===== src/rtl/cyc74_pkg.sv =====
package cyc74_pkg;
  localparam int MSG_K = 4;
  localparam int PAR_R = 3;
  localparam int CW_N  = MSG_K + PAR_R;
  localparam int POS_W = $clog2(CW_N);
  localparam int CNT_W = $clog2(MSG_K);
  localparam logic [PAR_R:0] GEN_POLY = 4'b1011;  // x^3 + x + 1

  typedef logic [MSG_K-1:0] msg_t;
  typedef logic [PAR_R-1:0] rem_t;
  typedef logic [CW_N-1:0]  cw_t;
  typedef logic [POS_W-1:0] pos_t;

  // residue of x^k modulo the generator
  function automatic rem_t xk_mod(input int k);
    rem_t r;
    logic top;
    r = rem_t'(1);
    for (int i = 0; i < CW_N; i++) begin
      if (i < k) begin
        top = r[PAR_R-1];
        r   = {r[PAR_R-2:0], 1'b0} ^ (top ? GEN_POLY[PAR_R-1:0] : '0);
      end
    end
    return r;
  endfunction

  // remainder of a whole word modulo the generator
  function automatic rem_t word_mod(input cw_t w);
    rem_t acc;
    acc = '0;
    for (int i = 0; i < CW_N; i++)
      if (w[i]) acc = acc ^ xk_mod(i);
    return acc;
  endfunction

  // which message bits feed check bit j
  function automatic msg_t par_mask(input int j);
    msg_t m;
    for (int i = 0; i < MSG_K; i++) begin
      rem_t t;
      t    = xk_mod(i + PAR_R);
      m[i] = t[j];
    end
    return m;
  endfunction
endpackage


===== src/rtl/cyc74_lfsr_div.sv =====
module cyc74_lfsr_div
  import cyc74_pkg::*;
(
  input  logic clk,
  input  logic rst_n,
  input  logic clr,
  input  logic shift_en,
  input  logic din,
  output rem_t rem_nxt
);
  rem_t st;
  logic fb;

  assign fb = din ^ st[PAR_R-1];

  for (genvar j = 0; j < PAR_R; j++) begin : g_tap
    if (j == 0) begin : g_lo
      assign rem_nxt[j] = fb & GEN_POLY[j];
    end else begin : g_hi
      assign rem_nxt[j] = st[j-1] ^ (fb & GEN_POLY[j]);
    end
  end

  always_ff @(posedge clk or negedge rst_n) begin
    if (!rst_n)        st <= '0;
    else if (clr)      st <= '0;
    else if (shift_en) st <= rem_nxt;
  end
endmodule


===== src/rtl/cyc74_par_xor.sv =====
module cyc74_par_xor
  import cyc74_pkg::*;
(
  input  msg_t msg,
  output rem_t par
);
  for (genvar j = 0; j < PAR_R; j++) begin : g_eq
    localparam msg_t MASK = par_mask(j);
    assign par[j] = ^(msg & MASK);
  end
endmodule


===== src/rtl/cyc74_enc.sv =====
module cyc74_enc
  import cyc74_pkg::*;
(
  input  logic clk,
  input  logic rst_n,
  input  logic in_valid,
  output logic in_ready,
  input  msg_t in_msg,
  output cw_t  cw,
  output logic done,
  output logic par_bit,
  output logic par_vld,
  output logic par_load,
  output rem_t ser_par,
  output rem_t xor_par
);
  typedef enum logic [1:0] {ST_IDLE, ST_SHIFT, ST_OUT} enc_st_e;
  localparam int OCNT_W = $clog2(PAR_R);

  enc_st_e           st;
  msg_t              msg_q;
  logic [CNT_W-1:0]  cnt;
  logic [CNT_W-1:0]  idx;
  logic [OCNT_W-1:0] ocnt;
  rem_t              par_hold, out_sh;
  logic              done_q, take;

  assign in_ready = (st == ST_IDLE);
  assign take     = in_ready & in_valid;
  assign idx      = CNT_W'(MSG_K-1) - cnt;
  assign par_load = (st == ST_SHIFT) && (cnt == CNT_W'(MSG_K-1));

  cyc74_lfsr_div i_div (
    .clk(clk), .rst_n(rst_n), .clr(take),
    .shift_en(st == ST_SHIFT), .din(msg_q[idx]), .rem_nxt(ser_par)
  );

  cyc74_par_xor i_xor (.msg(msg_q), .par(xor_par));

  always_ff @(posedge clk or negedge rst_n) begin
    if (!rst_n) begin
      st       <= ST_IDLE;
      msg_q    <= '0;
      cnt      <= '0;
      ocnt     <= '0;
      par_hold <= '0;
      out_sh   <= '0;
      done_q   <= 1'b0;
    end else begin
      done_q <= 1'b0;
      unique case (st)
        ST_IDLE: if (take) begin
          msg_q <= in_msg;
          cnt   <= '0;
          st    <= ST_SHIFT;
        end
        ST_SHIFT: begin
          cnt <= cnt + 1'b1;
          if (par_load) begin
            par_hold <= ser_par;
            out_sh   <= ser_par;
            ocnt     <= '0;
            st       <= ST_OUT;
          end
        end
        ST_OUT: begin
          out_sh <= {out_sh[PAR_R-2:0], 1'b0};
          ocnt   <= ocnt + 1'b1;
          if (ocnt == OCNT_W'(PAR_R-1)) begin
            st     <= ST_IDLE;
            done_q <= 1'b1;
          end
        end
        default: st <= ST_IDLE;
      endcase
    end
  end

  assign par_vld = (st == ST_OUT);
  assign par_bit = out_sh[PAR_R-1];
  assign done    = done_q;
  assign cw      = {msg_q, par_hold};
endmodule


===== src/rtl/cyc74_dec.sv =====
module cyc74_dec
  import cyc74_pkg::*;
(
  input  logic clk,
  input  logic rst_n,
  input  logic in_valid,
  input  cw_t  word,
  output logic out_valid,
  output msg_t data,
  output rem_t syn,
  output logic err,
  output pos_t pos
);
  rem_t s_c;
  pos_t p_c;
  logic e_c;
  msg_t flip;

  assign s_c = word_mod(word);
  assign e_c = (s_c != '0);

  // syndrome to position table, one entry per nonzero syndrome
  always_comb begin
    p_c = '0;
    for (int i = 0; i < CW_N; i++)
      if (e_c && (xk_mod(i) == s_c)) p_c = pos_t'(i);
  end

  for (genvar j = 0; j < MSG_K; j++) begin : g_flip
    assign flip[j] = e_c && (p_c == pos_t'(j + PAR_R));
  end

  always_ff @(posedge clk or negedge rst_n) begin
    if (!rst_n) begin
      out_valid <= 1'b0;
      data      <= '0;
      syn       <= '0;
      err       <= 1'b0;
      pos       <= '0;
    end else begin
      out_valid <= in_valid;
      if (in_valid) begin
        data <= word[CW_N-1:PAR_R] ^ flip;
        syn  <= s_c;
        err  <= e_c;
        pos  <= p_c;
      end
    end
  end
endmodule


===== src/rtl/cyc74_codec.sv =====
module cyc74_codec
  import cyc74_pkg::*;
(
  input  logic       clk,
  input  logic       rst_n,
  input  logic       enc_valid,
  output logic       enc_ready,
  input  logic [3:0] enc_msg,
  output logic [6:0] enc_cw,
  output logic       enc_done,
  output logic       enc_par_bit,
  output logic       enc_par_vld,
  input  logic       dec_valid,
  input  logic [6:0] dec_word,
  output logic       dec_out_valid,
  output logic [3:0] dec_data,
  output logic [2:0] dec_syn,
  output logic       dec_err,
  output logic [2:0] dec_pos
);
  // named internal events for the checker
  logic par_load;
  rem_t ser_par, xor_par;

  cyc74_enc i_enc (
    .clk(clk), .rst_n(rst_n),
    .in_valid(enc_valid), .in_ready(enc_ready), .in_msg(enc_msg),
    .cw(enc_cw), .done(enc_done),
    .par_bit(enc_par_bit), .par_vld(enc_par_vld),
    .par_load(par_load), .ser_par(ser_par), .xor_par(xor_par)
  );

  cyc74_dec i_dec (
    .clk(clk), .rst_n(rst_n),
    .in_valid(dec_valid), .word(dec_word),
    .out_valid(dec_out_valid), .data(dec_data),
    .syn(dec_syn), .err(dec_err), .pos(dec_pos)
  );
endmodule


===== config.mk =====
export PLATFORM = sky130hd
export DESIGN_NAME = cyc74_codec
export DESIGN_NICKNAME = d
export VERILOG_FILES = /design/src/rtl/cyc74_pkg.sv /design/src/rtl/cyc74_lfsr_div.sv /design/src/rtl/cyc74_par_xor.sv /design/src/rtl/cyc74_enc.sv /design/src/rtl/cyc74_dec.sv /design/src/rtl/cyc74_codec.sv
export SDC_FILE = /design/constraint.sdc
export NUM_CORES = 1
export LEC_CHECK = 0
export CAP_MARGIN = 15
export CORE_MARGIN = 2
export CORE_UTILIZATION = 48
export DETAILED_ROUTE_END_ITERATION = 10
export GPL_TIMING_DRIVEN = 0
export PLACE_DENSITY_LB_ADDON = 0.12
export SYNTH_ARGS = -nofsm -noshare
export SYNTH_HDL_FRONTEND = slang
export SYNTH_SLANG_ARGS = --single-unit

===== constraint.sdc =====
create_clock -name clk -period 2.1 [get_ports clk]
set_input_delay 0.525 -clock clk [delete_from_list [all_inputs] [get_ports clk]]
set_output_delay 0.525 -clock clk [all_outputs]
set_load 0.01 [all_outputs]

==> run summary <==
Run status
• **run status** finished, final reports clean

Power and ir drop
• **largest vdd supply drop** 822 µV
• **total power divided by cell area** 1250 mW/mm²
• **Static Leakage** 0.000904 µW

Cells and area
• **commonest non-fill, non-tap cell in the layout** sky130_fd_sc_hd__clkdlybuf4s50_1
• **number of antenna cells inserted** 0
• **end-of-flow core utilization** 68.7%
• **Area growth, synth to finish** 38.6%
• **share of cells above drive strength 1** 12.0%
• **Fill cells** 231
• **most frequent cells in the layout** sky130_fd_sc_hd__clkdlybuf4s50_1 (33), sky130_fd_sc_hd__dfrtp_1 (31), sky130_fd_sc_hd__nand2_1 (21)
• **Design Area, Final** 0.00205 mm²
• **net count reported at finish** 200

Placement
• **placer congestion estimate** 0.796
• **buffers added on ports** 37
• **half-perimeter wire length after detailed placement** 2270 µm
• **Post-DP Area** 0.00192 mm²
• **worst-case setup slack after placement** -0.367 ns

Die
• **Die Span Y** 59.5 µm
• **die extent in x** 59.5 µm
• **Cell Rows** 20
• **full die area** 0.00354 mm²
• **initial core utilization** 49.6%
• **total core area** 0.00298 mm²
• **ports placed on the boundary** 38

Clocking
• **number of levels in the clock H-tree** 2
• **Clk pin slew, worst setup/hold paths** 0.10 ns
• **clock sink count** 32
• **deepest clock path buffer count** 2
• **TritonCTS Buffers** 5
• **CTS Root Buffer Type** sky130_fd_sc_hd__clkbuf_4
• **TritonCTS clock tree** yes
• **clock latency on the worst-skew pair** 0.34 ns
• **hold-fix buffers at CTS** 0

STA
• **count of final hold-check violations** 0
• **Worst Setup Slack, final** 0.0764 ns
• **setup skew after layout** 0.00410 ns
• **minimum clock period after layout** 2.02 ns
• **remaining max-slew budget at the tightest pin** 50.9%
• **share of the clock period used by the worst path after layout** 96.4%
• **Final TNS setup** 0 ns
• **number of max-slew violations in the final report** 0
• **final setup violation count** 0
• **highest clock rate** 0.494 GHz
• **transition at the pin with the smallest max-transition slack** 0.735 ns
• **Worst Hold Margin** 0.487 ns

GRT
• **antenna violations before repair** 0
• **vias in the first global route** 1061
• **pin count of the biggest net entering global routing** 20
• **gr usage total** 19.5%
• **global route total overflow** 0
• **global-route wire length before repair** 4920 µm

Detailed routing
• **Wirelength per Cell** 14.1 µm
• **drc violations** 0
• **vias per inst** 5.39
• **count of nets left with antenna violations after detail routing** 0
• **DRT Pass-1 Iters** 4
• **1st-iter DRT viols** 41
• **overall via count from detail_route** 1170
• **overall routed net length** 3060 µm

Flow run
• **max-capacitance violation count** 0

Critical path
• **type of origin of the critical path** flip-flop
• **kind of critical path** reg2out
• **peak fanout along the critical path** 6
• **critical path endpoint category** primary output
• **flop-to-flop setup slack** 0.32 ns
• **data required time of the worst path** 1.57 ns
• **critical path data arrival time** 1.50 ns

Synthesis
• **Avg Inst Size Synth** 10.7 µm²
• **total standard cell area after synthesis** 0.00148 mm²
• **most area-consuming cells after synthesis** sky130_fd_sc_hd__dfrtp_1 (54%), sky130_fd_sc_hd__nand2_1 (5.3%), sky130_fd_sc_hd__xnor2_1 (4.2%)
• **sequential-to-total area share from yosys stat** 54.2%
• **number of synthesized register bits** 32
• **number of warnings printed during yosys synthesis** 0
• **unique cell type count in the Yosys netlist** 32
• **Mapped Cells** 138
• **Mapped Nets** 155
• **fraction of synthesized cell area taken by the top area cell type** 54.2%
• **cell taking the most area after synthesis** sky130_fd_sc_hd__dfrtp_1

Min path
• **type of the tightest min-delay check** reg2reg

cell usage after synthesis (all sizes together):
library cell	count
o32a	1
a31o	1
o22ai	2
dfrtp	32
o21a	1
mux2	3
a21o	1
clkbuf	5
a32oi	1
xnor2	10
ha	2
mux4	1
nand2b	3
nor3	1
o21ai	13
nand3	8
a31oi	4
nor2b	1
nand2	21
a21boi	1
a21oi	4
or4	2
and2	2
inv	2
o22a	1
o31ai	2
nor2	8
xor2	5
per-layer routing:
metal  GRT usage [%]  wire length (µm)  vias up
met1            26.8              1420      566
li1                -                 -      570
met5               0                 0        -
met2            26.8              1430       26
met3            5.24               117        8
met4            12.7                81        0
sequential cells by signal (all words and copies together) (netlist names), 3 cells and up:
register	flops
i_dec.data	4
i_enc.msg_q	4
i_enc.par_hold	3
i_enc.out_sh	3
i_dec.pos	3
i_enc.i_div.st	3
i_dec.syn	3
worst max-delay path, stage by stage, from the launching register on:
cell and delay (ns):
sky130_fd_sc_hd__dfrtp_2 0.47, sky130_fd_sc_hd__nor2_2 0.14, sky130_fd_sc_hd__clkdlybuf4s50_1 0.55
stage by stage:
| step | instances | power [µW] |
|---|---|---|
| after global placement | 208 | 2020 |
| after floorplan | 138 | 1590 |
| after global routing | 217 | 2730 |
| after detailed placement | 209 | 2070 |
| after CTS | 216 | 2560 |
| final | 217 | 2550 |
logic make-up (layout without fill, tap and decap cells):
logic type      count (synthesis)  after routing  share of synthesized area (%)
flops                          32             32                           54.2
fa+ha+maj                       2              2                           1.69
xor+xnor                       15             15                           11.2
simple gates                   46             46                           14.0
buf+inv                         7             53                           1.78
mux                             4              4                           3.81
compound gates                 32             32                           13.3
final timing paths:
check,cells after the start,start,endpoint
min,1,i_enc.par_hold[0],i_enc.par_hold[0]
max in group asynchronous,2,rst_n,i_enc.st[1]
min reg2reg,1,i_enc.par_hold[0],i_enc.par_hold[0]
max reg2reg,4,i_enc.cnt[0],i_enc.out_sh[1]
min in group asynchronous,1,rst_n,i_dec.data[2]
max,2,i_enc.st[1],enc_ready
timing repair:
item	CTS	global route
setup endpoints to repair	1	4
pin swaps	0	2
resized for setup	4	7
hold endpoints to repair	0	0
setup buffers	0	1
area by class of cell:
| class | instances | area [µm²] | area share (%) |
|---|---|---|---|
| inverters | 2 | 7.51 | 0.367 |
| well taps | 33 | 41.3 | 2.02 |
| plain buffers | 4 | 15.0 | 0.733 |
| flip-flops and latches | 32 | 802 | 39.2 |
| multi-input cells | 99 | 689 | 33.7 |
| clock buffers | 5 | 37.5 | 1.83 |
| clock inverters | 3 | 42.5 | 2.08 |
| repair buffers | 39 | 412 | 20.1 |
power by group:
| group | total [µW] | internal, µW | switching (µW) |
|---|---|---|---|
| registers | 992 | 830 | 162 |
| logic | 1080 | 552 | 530 |
| clock network | 474 | 248 | 226 |
(Power assumes the default switching activity.)
